### src/rtl/afu_pkg.sv
package afu_pkg;
  typedef enum logic {
    OP_ADD = 1'b0,
    OP_SUB = 1'b1
  } alu_op_e;

  typedef struct packed {
    logic z;
    logic c;
    logic n;
    logic v;
  } flags_t;
endpackage

### src/rtl/afu_size_sel.sv
module afu_size_sel #(
  parameter int LANES = 3,
  parameter int SZW   = 2
) (
  input  logic [SZW-1:0] a_sz,
  input  logic [SZW-1:0] b_sz,
  input  logic [SZW-1:0] d_sz,
  output logic [SZW-1:0] op_sz
);
  localparam logic [SZW-1:0] TOP_CODE = SZW'(LANES - 1);

  logic [SZW-1:0] a_c, b_c, d_c, src_max;

  // Codes beyond the widest lane fall back to the widest lane
  always_comb begin
    a_c     = (a_sz > TOP_CODE) ? TOP_CODE : a_sz;
    b_c     = (b_sz > TOP_CODE) ? TOP_CODE : b_sz;
    d_c     = (d_sz > TOP_CODE) ? TOP_CODE : d_sz;
    src_max = (a_c > b_c) ? a_c : b_c;
    op_sz   = (d_c < src_max) ? d_c : src_max;
  end
endmodule

### src/rtl/afu_lane.sv
module afu_lane #(
  parameter int W  = 8,
  parameter int DW = 24
) (
  input  logic [W-1:0]  a,
  input  logic [W-1:0]  b,
  input  logic          sub,
  input  logic          cin,
  input  logic          shift,
  output logic [DW-1:0] res_o,
  output logic          c_o,
  output logic          v_o
);
  logic [W:0]   t;
  logic [W-1:0] b_eff;
  logic         c_eff;
  logic         alu_c;
  logic [W-1:0] r;

  always_comb begin
    b_eff = sub ? ~b : b;
    c_eff = sub ? ~cin : cin;
    t     = {1'b0, a} + {1'b0, b_eff} + {{W{1'b0}}, c_eff};
    alu_c = sub ? ~t[W] : t[W];
    v_o   = (a[W-1] == b_eff[W-1]) && (t[W-1] != a[W-1]);
    if (shift) begin
      r   = {alu_c, t[W-1:1]};
      c_o = t[0];
    end else begin
      r   = t[W-1:0];
      c_o = alu_c;
    end
    res_o = DW'(r);
  end
endmodule

### src/rtl/afu_flag_gen.sv
module afu_flag_gen #(
  parameter int LANE_W = 8,
  parameter int LANES  = 3,
  parameter int SZW    = 2
) (
  input  logic                    clk,
  input  logic                    rst,
  input  logic [LANE_W*LANES-1:0] a_in,
  input  logic [LANE_W*LANES-1:0] b_in,
  input  logic [SZW-1:0]          a_sz,
  input  logic [SZW-1:0]          b_sz,
  input  logic [SZW-1:0]          d_sz,
  input  logic                    op_sub,
  input  logic                    carry_in,
  input  logic                    shift_en,
  input  logic                    flag_en,
  output logic [LANE_W*LANES-1:0] result,
  output logic                    flag_z,
  output logic                    flag_c,
  output logic                    flag_n,
  output logic                    flag_v
);
  import afu_pkg::*;

  localparam int DW = LANE_W * LANES;

  logic [SZW-1:0] op_sz;
  logic [DW-1:0]  lane_res [LANES];
  logic           lane_c   [LANES];
  logic           lane_v   [LANES];
  logic [DW-1:0]  sel_res;
  logic           sel_n, sel_c, sel_v;
  alu_op_e        op;
  flags_t         flags_d, flags_q;

  assign op = op_sub ? OP_SUB : OP_ADD;

  afu_size_sel #(.LANES(LANES), .SZW(SZW)) u_size (
    .a_sz (a_sz),
    .b_sz (b_sz),
    .d_sz (d_sz),
    .op_sz(op_sz)
  );

  for (genvar g = 0; g < LANES; g++) begin : g_lane
    localparam int LW = (g + 1) * LANE_W;
    afu_lane #(.W(LW), .DW(DW)) u_lane (
      .a    (a_in[LW-1:0]),
      .b    (b_in[LW-1:0]),
      .sub  (op == OP_SUB),
      .cin  (carry_in),
      .shift(shift_en),
      .res_o(lane_res[g]),
      .c_o  (lane_c[g]),
      .v_o  (lane_v[g])
    );
  end

  always_comb begin
    sel_res = '0;
    sel_n   = 1'b0;
    sel_c   = 1'b0;
    sel_v   = 1'b0;
    for (int k = 0; k < LANES; k++) begin
      if (op_sz == SZW'(k)) begin
        sel_res = lane_res[k];
        sel_n   = lane_res[k][(k+1)*LANE_W-1];
        sel_c   = lane_c[k];
        sel_v   = lane_v[k];
      end
    end
    flags_d.z = (sel_res == '0);
    flags_d.c = sel_c;
    flags_d.n = sel_n;
    flags_d.v = sel_v;
  end

  always_ff @(posedge clk) begin
    if (rst) begin
      result  <= '0;
      flags_q <= '0;
    end else begin
      result <= sel_res;
      if (flag_en) flags_q <= flags_d;
    end
  end

  assign flag_z = flags_q.z;
  assign flag_c = flags_q.c;
  assign flag_n = flags_q.n;
  assign flag_v = flags_q.v;
endmodule

### config.mk
export PLATFORM = sky130hd
export DESIGN_NAME = afu_flag_gen
export DESIGN_NICKNAME = d
export VERILOG_FILES = /design/src/rtl/afu_pkg.sv /design/src/rtl/afu_size_sel.sv /design/src/rtl/afu_lane.sv /design/src/rtl/afu_flag_gen.sv
export SDC_FILE = /design/constraint.sdc
export NUM_CORES = 1
export LEC_CHECK = 0
export BUFFER_PORTS_ARGS = -buffer_cell sky130_fd_sc_hd__buf_2
export CAP_MARGIN = 20
export CORE_ASPECT_RATIO = 0.8
export CORE_MARGIN = 3
export CORE_UTILIZATION = 35
export CTS_BUF_LIST = sky130_fd_sc_hd__clkbuf_4 sky130_fd_sc_hd__clkbuf_8
export CTS_CLUSTER_DIAMETER = 100
export DETAILED_ROUTE_END_ITERATION = 10
export HOLD_SLACK_MARGIN = 0.1
export MAX_ROUTING_LAYER = met4
export PLACE_DENSITY_LB_ADDON = 0.12
export SYNTH_ARGS = -nofsm -noshare
export SYNTH_HDL_FRONTEND = slang
export SYNTH_SLANG_ARGS = --single-unit
### constraint.sdc
create_clock -name clk -period 4.5 [get_ports clk]
set_input_delay 0.225 -clock clk [delete_from_list [all_inputs] [get_ports clk]]
set_output_delay 0.225 -clock clk [all_outputs]
set_load 0.01 [all_outputs]
==> results of run 1 <==
[through the flow]
step / setup slack, ps / std cells
2_1_floorplan: 182 / 379
6_report: 848 / 561
4_1_cts: 804 / 561
3_3_place_gp: 640 / 557
3_5_place_dp: 518 / 557
5_1_grt: 615 / 561
[state kept, by name, summed over array words and instances (netlist names)]
signal	count
result	24
flag_c	1
flag_n	1
flag_v	1
flag_z	1
[cells in the mapped netlist, types with 2 or more instances]
cell       number
a211o_1         4
o31ai_1         2
o221ai_1        2
a221o_1         2
xnor2_1        14
or2_2           3
nand3_1         3
xor2_1         38
nand4_1         7
nand2_1        32
inv_1          11
dfxtp_1        28
a211oi_1        9
mux2i_1        10
nor2_1         37
o21a_1          7
nand2b_1        2
fa_1            2
nor3_1         13
a32o_1          2
a21boi_0        2
a21o_1          8
nor2b_1         6
a21oi_1        39
o21ai_0         9
o211ai_1        2
clkbuf_1       14
and2_1          3
o21ai_1         4
a2111o_1        2
ha_1           28
a2111oi_0       2
and3_1          2
a31oi_1         4
a22oi_1         2
buf_1           4
[critical path, cell delays in order]
cell and delay [ps]:
buf_2 120, buf_4 400, xor2_1 140, ha_1 420, and3_4 230, a221o_1 190
nand3_1 110, a2111oi_0 600, nor2_1 130, xnor2_1 230, mux2_2 320, a2111o_1 420
nor3_2 160, a32o_1 170
[kinds of logic (layout without fill, tap and decap cells)]
kind of cell | after synthesis | after routing
compound gates | 111 | 111
xor+xnor | 52 | 52
fa+ha+maj | 30 | 30
flops | 28 | 28
buf+inv | 30 | 104
simple gates | 117 | 117
mux | 11 | 11
[cell type report]
class,instances,area [sq um]
Clock buffer,3,41.3
Clock inverter,1,30.0
Fill cell,842,4540
Inverter,11,41.3
Multi-Input combinational cell,321,2290
Sequential cell,28,561
Tap cell,108,135
Timing Repair Buffer,89,450
[worst paths after layout]
path,end,slack [ps],cells past startpoint
setup / recovery,flag_z$_SDFFE_PP0P_,850,14
hold reg to reg,flag_c$_SDFFE_PP0P_,490,1
hold / removal,flag_v$_SDFFE_PP0P_,220,2
setup reg to reg,flag_v$_SDFFE_PP0P_,3840,2
[report_power, final]
group / internal [mW] / leakage, nW / total [mW] / switching [mW]
Sequential: 0.276 / 0.230 / 0.284 / 0.00726
Clock: 0.119 / 0.0357 / 0.190 / 0.0715
Combinational: 0.251 / 1.39 / 0.624 / 0.373
Total: 0.646 / 1.65 / 1.10 / 0.451
[per-layer routing]
layer	vias up	global-route usage (%)	part of all wire, %
met1	1303	25.3	54
li1	1516	-	-
met2	68	24.1	41
met5	-	-	0
met4	0	3.10	0.56
met3	4	1.02	4.6
==> metrics.yaml, run 1 <==
outcome:
  status: "complete, no violations"
setup_path:
  startpoint: "op_sub"
  endpoint_kind: "flop"
  reg2reg_from: "flag_v$_SDFFE_PP0P_"
  required_ps: 4720
  cp.arrival_ps: 3870
  criticalPathCategory: "in -> reg"
  start_kind: "input pin"
  cp_max_fo: 29
pwr:
  p_total_mw: 1.10
  p_per_area_nw_per_um2: 309
  cellLeakagePower_nw: 1.65
  ir_drop_mv: 0.103
cells_and_area:
  drive_gt1_share_pct: 23.2
  insertedDiodeCount: 0
  final_cell_area_sq_um: 3550
  final_nets: 544
  final_common_cell: "buf_2"
  finish.utilization_pct: 43.9
  layout_common_cells: "87 x buf_2, 39 x a21oi_1, 38 x xor2_1"
  synthToLayoutAreaGrowth_pct: 19.7
synthesis:
  synth_top_area_share_pct: 18.9
  synth_simple_gate_area_share_pct: 19.0
  synth_top_family_by_area: "compound AO/OA/AOI/OAI gates"
  syn_inst: 379
  avgSynthCellArea_sq_um: 7.83
  yosysSeqAreaShare_pct: 18.9
  synth_xor_area_share_pct: 15.3
  ys_top_cells_by_area: "dfxtp_1 19%, ha_1 12%, xor2_1 11%"
  async_flop_share_pct: 0
  synthFlopType: "dfxtp_1"
  ys.warnings.count: 0
  synth-adder-area-share_pct: 13.2
  synthesis.area_sq_um: 2970
  synth_compound_area_share_pct: 26.0
  synth_edf_count: 0
  syn_nets: 469
  synthMuxAreaShare_pct: 3.75
  ys_seq_elements: 28
  yosys.area.top_type: "dfxtp_1"
  synth_cell_type_count: 56
timing:
  worst_slew_pin_slew_ps: 798
  final_hold_viol_count: 0
  relSlewSlack_pct: 46.6
  fmax_ghz: 0.274
  hold_slack_ps: 220
  finalSetupTns_ps: 0
  period_minus_slack_ps: 3650
  skew_ps: 0
  rsz0062_at_grt: "false"
  report.final.setup_viol: 0
  maxSlewViolCount: 0
  post-route-period-util_pct: 81.1
global_route:
  first_global_vias: 2721
  grt_pass1_wl_um: 12700
  track_usage_pct: 16.6
  antenna_found_initial: 0
  grt_max_degree: 33
  grt_remaining_overflow: 0
route:
  avgRoutedWirePerCell_um: 13.9
  via_count: 2891
  drt_first_pass_iters: 4
  routed_wl_um: 7820
  drc: 0
  viasPerCell: 5.15
  drtIter0Drc: 90
  final_antenna_net_count: 0
clock_network:
  clock_latency_ps: 270
  cts_tree: "done"
  clock-root-buffer: "clkbuf_8"
  clk_pin_slew_ps: 90
  cts_made_buffers: 3
  htreeDepth: 1
  cts_resized: 0
  clk_path_buf_depth: 2
  clock_sinks: 28
  holdBufCountCts: 0
  post_cts_buffers: 0
worst_hold_path:
  hold_path_class: "in -> reg"
  min_from: "flag_en"
placed_design:
  gp_congestion: 0.844
  hpwl_um: 6520
  port_buffers: 87
  place_area_sq_um: 3480
die:
  die_y_um: 88.4
  initial_core_util_pct: 36.7
  io_pins: 88
  coreArea_sq_um: 8090
  die_w_um: 109
  dieArea_sq_um: 9630
  num_rows: 29
flow_run:
  cap_violations: 0
Power figures use the tool's default switching activity.
==> inputs of run 2 (changes only) <==
clock period = 3.24 ns   (was 4.5 ns; I/O delays follow)
==> run 2 against run 1 <==
Effect of this change: the run now ends with setup timing left; routed wire length is 6.8% higher; sequential power rose by 39%; clock power is 43% higher; setup slack worse by 910 ps; via count up 8.0%; register-to-register slack lost 1300 ps; core utilization increased by 8.1 points; global-route usage rose by 1.4 points; flip-flop and latch count unchanged; die area stayed put; combinational power grew 83%; highest routed layer unchanged.
==> metrics.yaml, run 2 (synthesis gave the netlist of run 1 again) <==
placed_design:
  port_buffers: 87  # unchanged
  gp_congestion: 0.891  # +5.6%
  dp_slack_ps: -400  # -918 ps
  hpwl_um: 7190  # +10%
die:
  coreArea_sq_um: 8090  # unchanged
  io_pins: 88  # unchanged
  num_rows: 29  # unchanged
  dieArea_sq_um: 9630  # unchanged
  die_w_um: 109  # unchanged
  initial_core_util_pct: 36.7  # unchanged
  die_y_um: 88.4  # unchanged
global_route:
  first_global_vias: 2934  # +7.8%
  grt_remaining_overflow: 0  # unchanged
  antenna_found_initial: 0  # unchanged
  grt_max_degree: 33  # unchanged
  track_usage_pct: 18.1  # +1.4 points
  grt_pass1_wl_um: 13800  # +8.1%
timing:
  final_hold_viol_count: 0  # unchanged
  worst_slew_pin_slew_ps: 604  # -194 ps
  setup_ws_ps: -65.8  # -914 ps
  skew_ps: 0  # unchanged
  post-route-period-util_pct: 102
  maxSlewViolCount: 0  # unchanged
  rsz0062_at_grt: "true"
  period_minus_slack_ps: 3310
  fmax_ghz: 0.303
  relSlewSlack_pct: 59.7  # +13 points
  report.final.setup_viol: 1  # +1
setup_path:
  start_kind: "input pin"
  reg2reg_slack_ps: 2570  # -1270 ps
  required_ps: 3470  # -1250 ps
  cp_max_fo: 4  # -86%
  criticalPathCategory: "in -> reg"
  reg2reg_from: "flag_v$_SDFFE_PP0P_"
  ff2ff_path_depth: 2  # unchanged
  r2r_end: "flag_v$_SDFFE_PP0P_"
  cp.arrival_ps: 3540  # -330 ps
  endpoint_kind: "flop"
cells_and_area:
  seq_area_sq_um: 561  # unchanged
  insertedDiodeCount: 0  # unchanged
  final_common_cell: "buf_2"
  largest_reg_flops: 24  # unchanged
  drive_gt1_share_pct: 36.1  # +13 points
  fillerInstances: 812  # -3.6%
  synthToLayoutAreaGrowth_pct: 41.9
  top_register: "result"
  multi_input_area_sq_um: 2390  # +4.1%
  layout_common_cells: "86 x buf_2, 76 x buf_4, 39 x a21oi_1"
  final_nets: 618  # +14%
route:
  drc: 0  # unchanged
  routed_wl_um: 8350  # +6.8%
  drt_first_pass_iters: 4  # unchanged
  avgRoutedWirePerCell_um: 13.2  # -5.6%
  final_antenna_net_count: 0  # unchanged
  drtIter0Drc: 112  # +24%
  via_count: 3121  # +8.0%
  viasPerCell: 4.91  # -4.6%
flow_run:
  cap_violations: 0  # unchanged
clock_network:
  clk_path_buf_depth: 2  # unchanged
  cts_made_buffers: 3  # unchanged
  clock-root-buffer: "clkbuf_8"
  htreeDepth: 1  # unchanged
  clk_pin_slew_ps: 90  # about the same
  clock_sinks: 28  # unchanged
  cts_tree: "done"
  clock_latency_ps: 280  # about the same
  holdBufCountCts: 0  # unchanged
  post_cts_buffers: 0  # unchanged
worst_hold_path:
  hold_depth: 2  # unchanged
  holdPathEnd: "flag_v$_SDFFE_PP0P_"
  min_from: "flag_en"
  hold_path_class: "in -> reg"
pwr:
  p_total_mw: 1.81  # +65%
  p_per_area_nw_per_um2: 429  # +39%
  cellLeakagePower_nw: 2.03  # +23%
  ir_drop_mv: 0.173  # +68%
outcome:
  status: "complete, but fails checks"
  violations: "setup timing"
[run 2: cell type report]
| type | count | area share, % |
|---|---|---|
| tap | 108 | 3.21 |
| sequential | 28 | 13.3 |
| clock inverter | 1 | 0.713 |
| timing repair buffer | 163 | 24.1 |
| inverter | 11 | 0.980 |
| multi-input combinational | 321 | 56.7 |
| clock buffer | 3 | 0.980 |
[run 2: worst max-delay path: stages]
cell      delay (ps)
buf_8            110
xor2_2           170
fa_2             390
fa_2             350
a21o_1           230
a221o_1          360
a31oi_2          220
o221ai_2         120
or3_1            320
a21o_1           170
a211o_1          290
a2111o_1         300
nor3_2           170
a32o_1           170
[run 2: repair_timing]
action                     CTS  global route
setup endpoints to repair    1             3
gates cloned                 0             0
resized for setup            3             8
pin swaps                    0             2
[run 2: power by group]
group	internal, mW	total, mW	leakage, nW	switching [mW]
registers	0.384	0.394	0.230	0.00990
clock network	0.166	0.272	0.0357	0.106
logic	0.562	1.14	1.76	0.578
[run 2: worst max path at each step]
stage	from	cells past startpoint	to
floorplan	op_sub	15	flag_z$_SDFFE_PP0P_
finish	op_sub	14	flag_z$_SDFFE_PP0P_
global route	op_sub	14	flag_z$_SDFFE_PP0P_
detailed placement	op_sub	14	flag_z$_SDFFE_PP0P_
CTS	op_sub	14	flag_z$_SDFFE_PP0P_
global placement	op_sub	14	flag_z$_SDFFE_PP0P_
[run 2: per-stage QoR]
stage          instance area, sq um  utilization (%)  setup TNS [ps]  hold WS, ps  cells
6_report                       4210             52.0           -65.8          159    635
5_1_grt                        4210             52.0            -191          171    635
4_1_cts                        4150             51.3           -74.6          160    635
3_5_place_dp                   4070             50.3            -888          461    631
3_3_place_gp                   4070             50.3            -597          442    631
2_1_floorplan                  3040                -            -409          241    379
[run 2: per-layer routing]
layer | part of all wire (%) | GRT usage, %
met5 | 0 | -
met3 | 5.1 | 1.09
met4 | 1.1 | 5.05
met2 | 41 | 25.8
met1 | 53 | 27.2
==> inputs of run 3 (changes only) <==
MAX_ROUTING_LAYER = unset   (was met4)
PLACE_DENSITY = 0.71   (was unset)
PLACE_DENSITY_LB_ADDON = unset   (was 0.12)
==> run 3 against run 2 <==
Effect of this change: the flow still finishes with violations (setup timing); non-clock buffer count fell by 5; register-to-register slack barely moved; flip-flop and latch count did not move; total power fell by 4.3%; routed wire length rose by 2.5%; final cell count fell by 0.79%; clock skew did not move.
==> metrics.yaml, run 3 (synthesis gave the netlist of run 1 again) <==
pwr:
  p_total_mw: 1.73  # -4.3%
  cellLeakagePower_nw: 2.00  # -1.5%
  ir_drop_mv: 0.269  # +56%
  p_per_area_nw_per_um2: 418  # -2.6%
timing:
  final_hold_viol_count: 0  # unchanged
  period_minus_slack_ps: 3340  # +36.3 ps
  post-route-period-util_pct: 103  # +1.1 points
  fmax_ghz: 0.299  # -1.1%
  rsz0062_at_grt: "true"
  relSlewSlack_pct: 58.4  # -1.3 points
  report.final.setup_viol: 1  # unchanged
  skew_ps: 0  # unchanged
  maxSlewViolCount: 0  # unchanged
  worst_slew_pin_slew_ps: 619  # +15.1 ps
  setup_ws_ps: -102  # -36.3 ps
clock_network:
  clock-root-buffer: "clkbuf_8"
  cts_made_buffers: 3  # unchanged
  htreeDepth: 1  # unchanged
  clock_sinks: 28  # unchanged
  clock_latency_ps: 270  # about the same
  clk_path_buf_depth: 2  # unchanged
  clk_pin_slew_ps: 90  # about the same
  cts_tree: "done"
cells_and_area:
  largest_reg_flops: 24  # unchanged
  final_common_cell: "buf_2"
  multi_input_area_sq_um: 2370  # -0.84%
  final_nets: 613  # -0.81%
  layout_common_cells: "86 x buf_2, 71 x buf_4, 39 x a21oi_1"
  top_register: "result"
  insertedDiodeCount: 0  # unchanged
  synthToLayoutAreaGrowth_pct: 39.4
  fillerInstances: 786  # -3.2%
  seq_area_sq_um: 561  # unchanged
  drive_gt1_share_pct: 35.1  # -1.0 points
  finish.utilization_pct: 51.1  # -0.91 points
die:
  coreArea_sq_um: 8090  # unchanged
  num_rows: 29  # unchanged
  die_y_um: 88.4  # unchanged
  io_pins: 88  # unchanged
  dieArea_sq_um: 9630  # unchanged
  die_w_um: 109  # unchanged
  initial_core_util_pct: 36.7  # unchanged
route:
  drt_first_pass_iters: 5  # +1
  via_count: 3213  # +2.9%
  drtIter0Drc: 202  # +80%
  viasPerCell: 5.10  # +3.8%
  routed_wl_um: 8560  # +2.5%
  final_antenna_net_count: 0  # unchanged
  drc: 0  # unchanged
  avgRoutedWirePerCell_um: 13.6  # +3.3%
setup_path:
  required_ps: 3460  # about the same
  start_kind: "input pin"
  cp.arrival_ps: 3560  # +20 ps
  cp_max_fo: 3  # -1
  endpoint_kind: "flop"
  criticalPathCategory: "in -> reg"
worst_hold_path:
  hold_path_class: "in -> reg"
global_route:
  grt_remaining_overflow: 0  # unchanged
  grt_pass1_wl_um: 14200  # +3.5%
  grt_max_degree: 33  # unchanged
  first_global_vias: 3047  # +3.9%
  track_usage_pct: 17.8  # -0.28 points
  antenna_found_initial: 0  # unchanged
placed_design:
  hpwl_um: 7290  # +1.3%
  port_buffers: 87  # unchanged
  dp_slack_ps: -409  # -8.67 ps
  gp_congestion: 0.934  # +4.9%
flow_run:
  cap_violations: 0  # unchanged
outcome:
  status: "complete, but fails checks"
  violations: "setup timing"
run 3: cell types whose count changed in the layout (fill, tap and decap cells not counted), sizes merged:
cell	change
bufinv	-1
buf	-5
clkbuf	+1
run 3: worst max-delay path: stages:
cell and delay (ps):
buf_8 100, xor2_2 170, fa_2 380, fa_2 360
a21o_1 230, a221o_1 350, a31oi_1 190, o221ai_1 150
or3_1 340, a21o_1 180, a211o_1 290, a2111o_1 300
nor3_2 150, a32o_1 170
run 3: power breakdown:
part           leakage, nW  switching, mW  internal [mW]
registers            0.230        0.00930          0.384
logic                 1.74          0.589          0.541
clock network       0.0288         0.0963          0.108
total                 2.00          0.694           1.03
run 3: cell type report:
type	count	area share (%)
well taps	108	3.27
flip-flops and latches	28	13.5
multi-input cells	321	57.2
repair buffers	158	23.6
inverters	11	0.998
clock buffers	4	1.33
run 3: path summary, 6_finish.rpt:
check / slack [ps] / cells after the start / end / startpoint
max reg2reg: 2560 / 2 / flag_n$_SDFFE_PP0P_ / flag_n$_SDFFE_PP0P_
min: 160 / 2 / flag_v$_SDFFE_PP0P_ / flag_en
min reg2reg: 490 / 1 / flag_c$_SDFFE_PP0P_ / flag_c$_SDFFE_PP0P_
max: -100 / 14 / flag_z$_SDFFE_PP0P_ / op_sub
run 3: what timing repair did:
| action | CTS | global route |
|---|---|---|
| hold buffers | 0 | 0 |
| resized for setup | 3 | 6 |
| setup buffers | 0 | 0 |
| pin swaps | 0 | 3 |
| endpoints found under the setup margin | 1 | 4 |
| gates cloned | 0 | 0 |
run 3: metal layers:
metal  part of all wire (%)  up-vias  GRT usage (%)
li1                       -     1649              -
met1                     50     1420           27.1
met2                     42      134           27.4
met3                    7.0       10           1.53
met4                   0.91        0           3.10
met5                      0        -              0
run 3: metrics by stage:
stage | hold slack, ps | setup TNS (ps) | std cells | area [sq um]
2_1_floorplan | 241 | -409 | 379 | 3040
3_3_place_gp | 428 | -575 | 626 | 4040
3_5_place_dp | 453 | -1050 | 626 | 4040
4_1_cts | 161 | -90.9 | 630 | 4100
5_1_grt | 167 | -363 | 630 | 4140
6_report | 163 | -102 | 630 | 4140
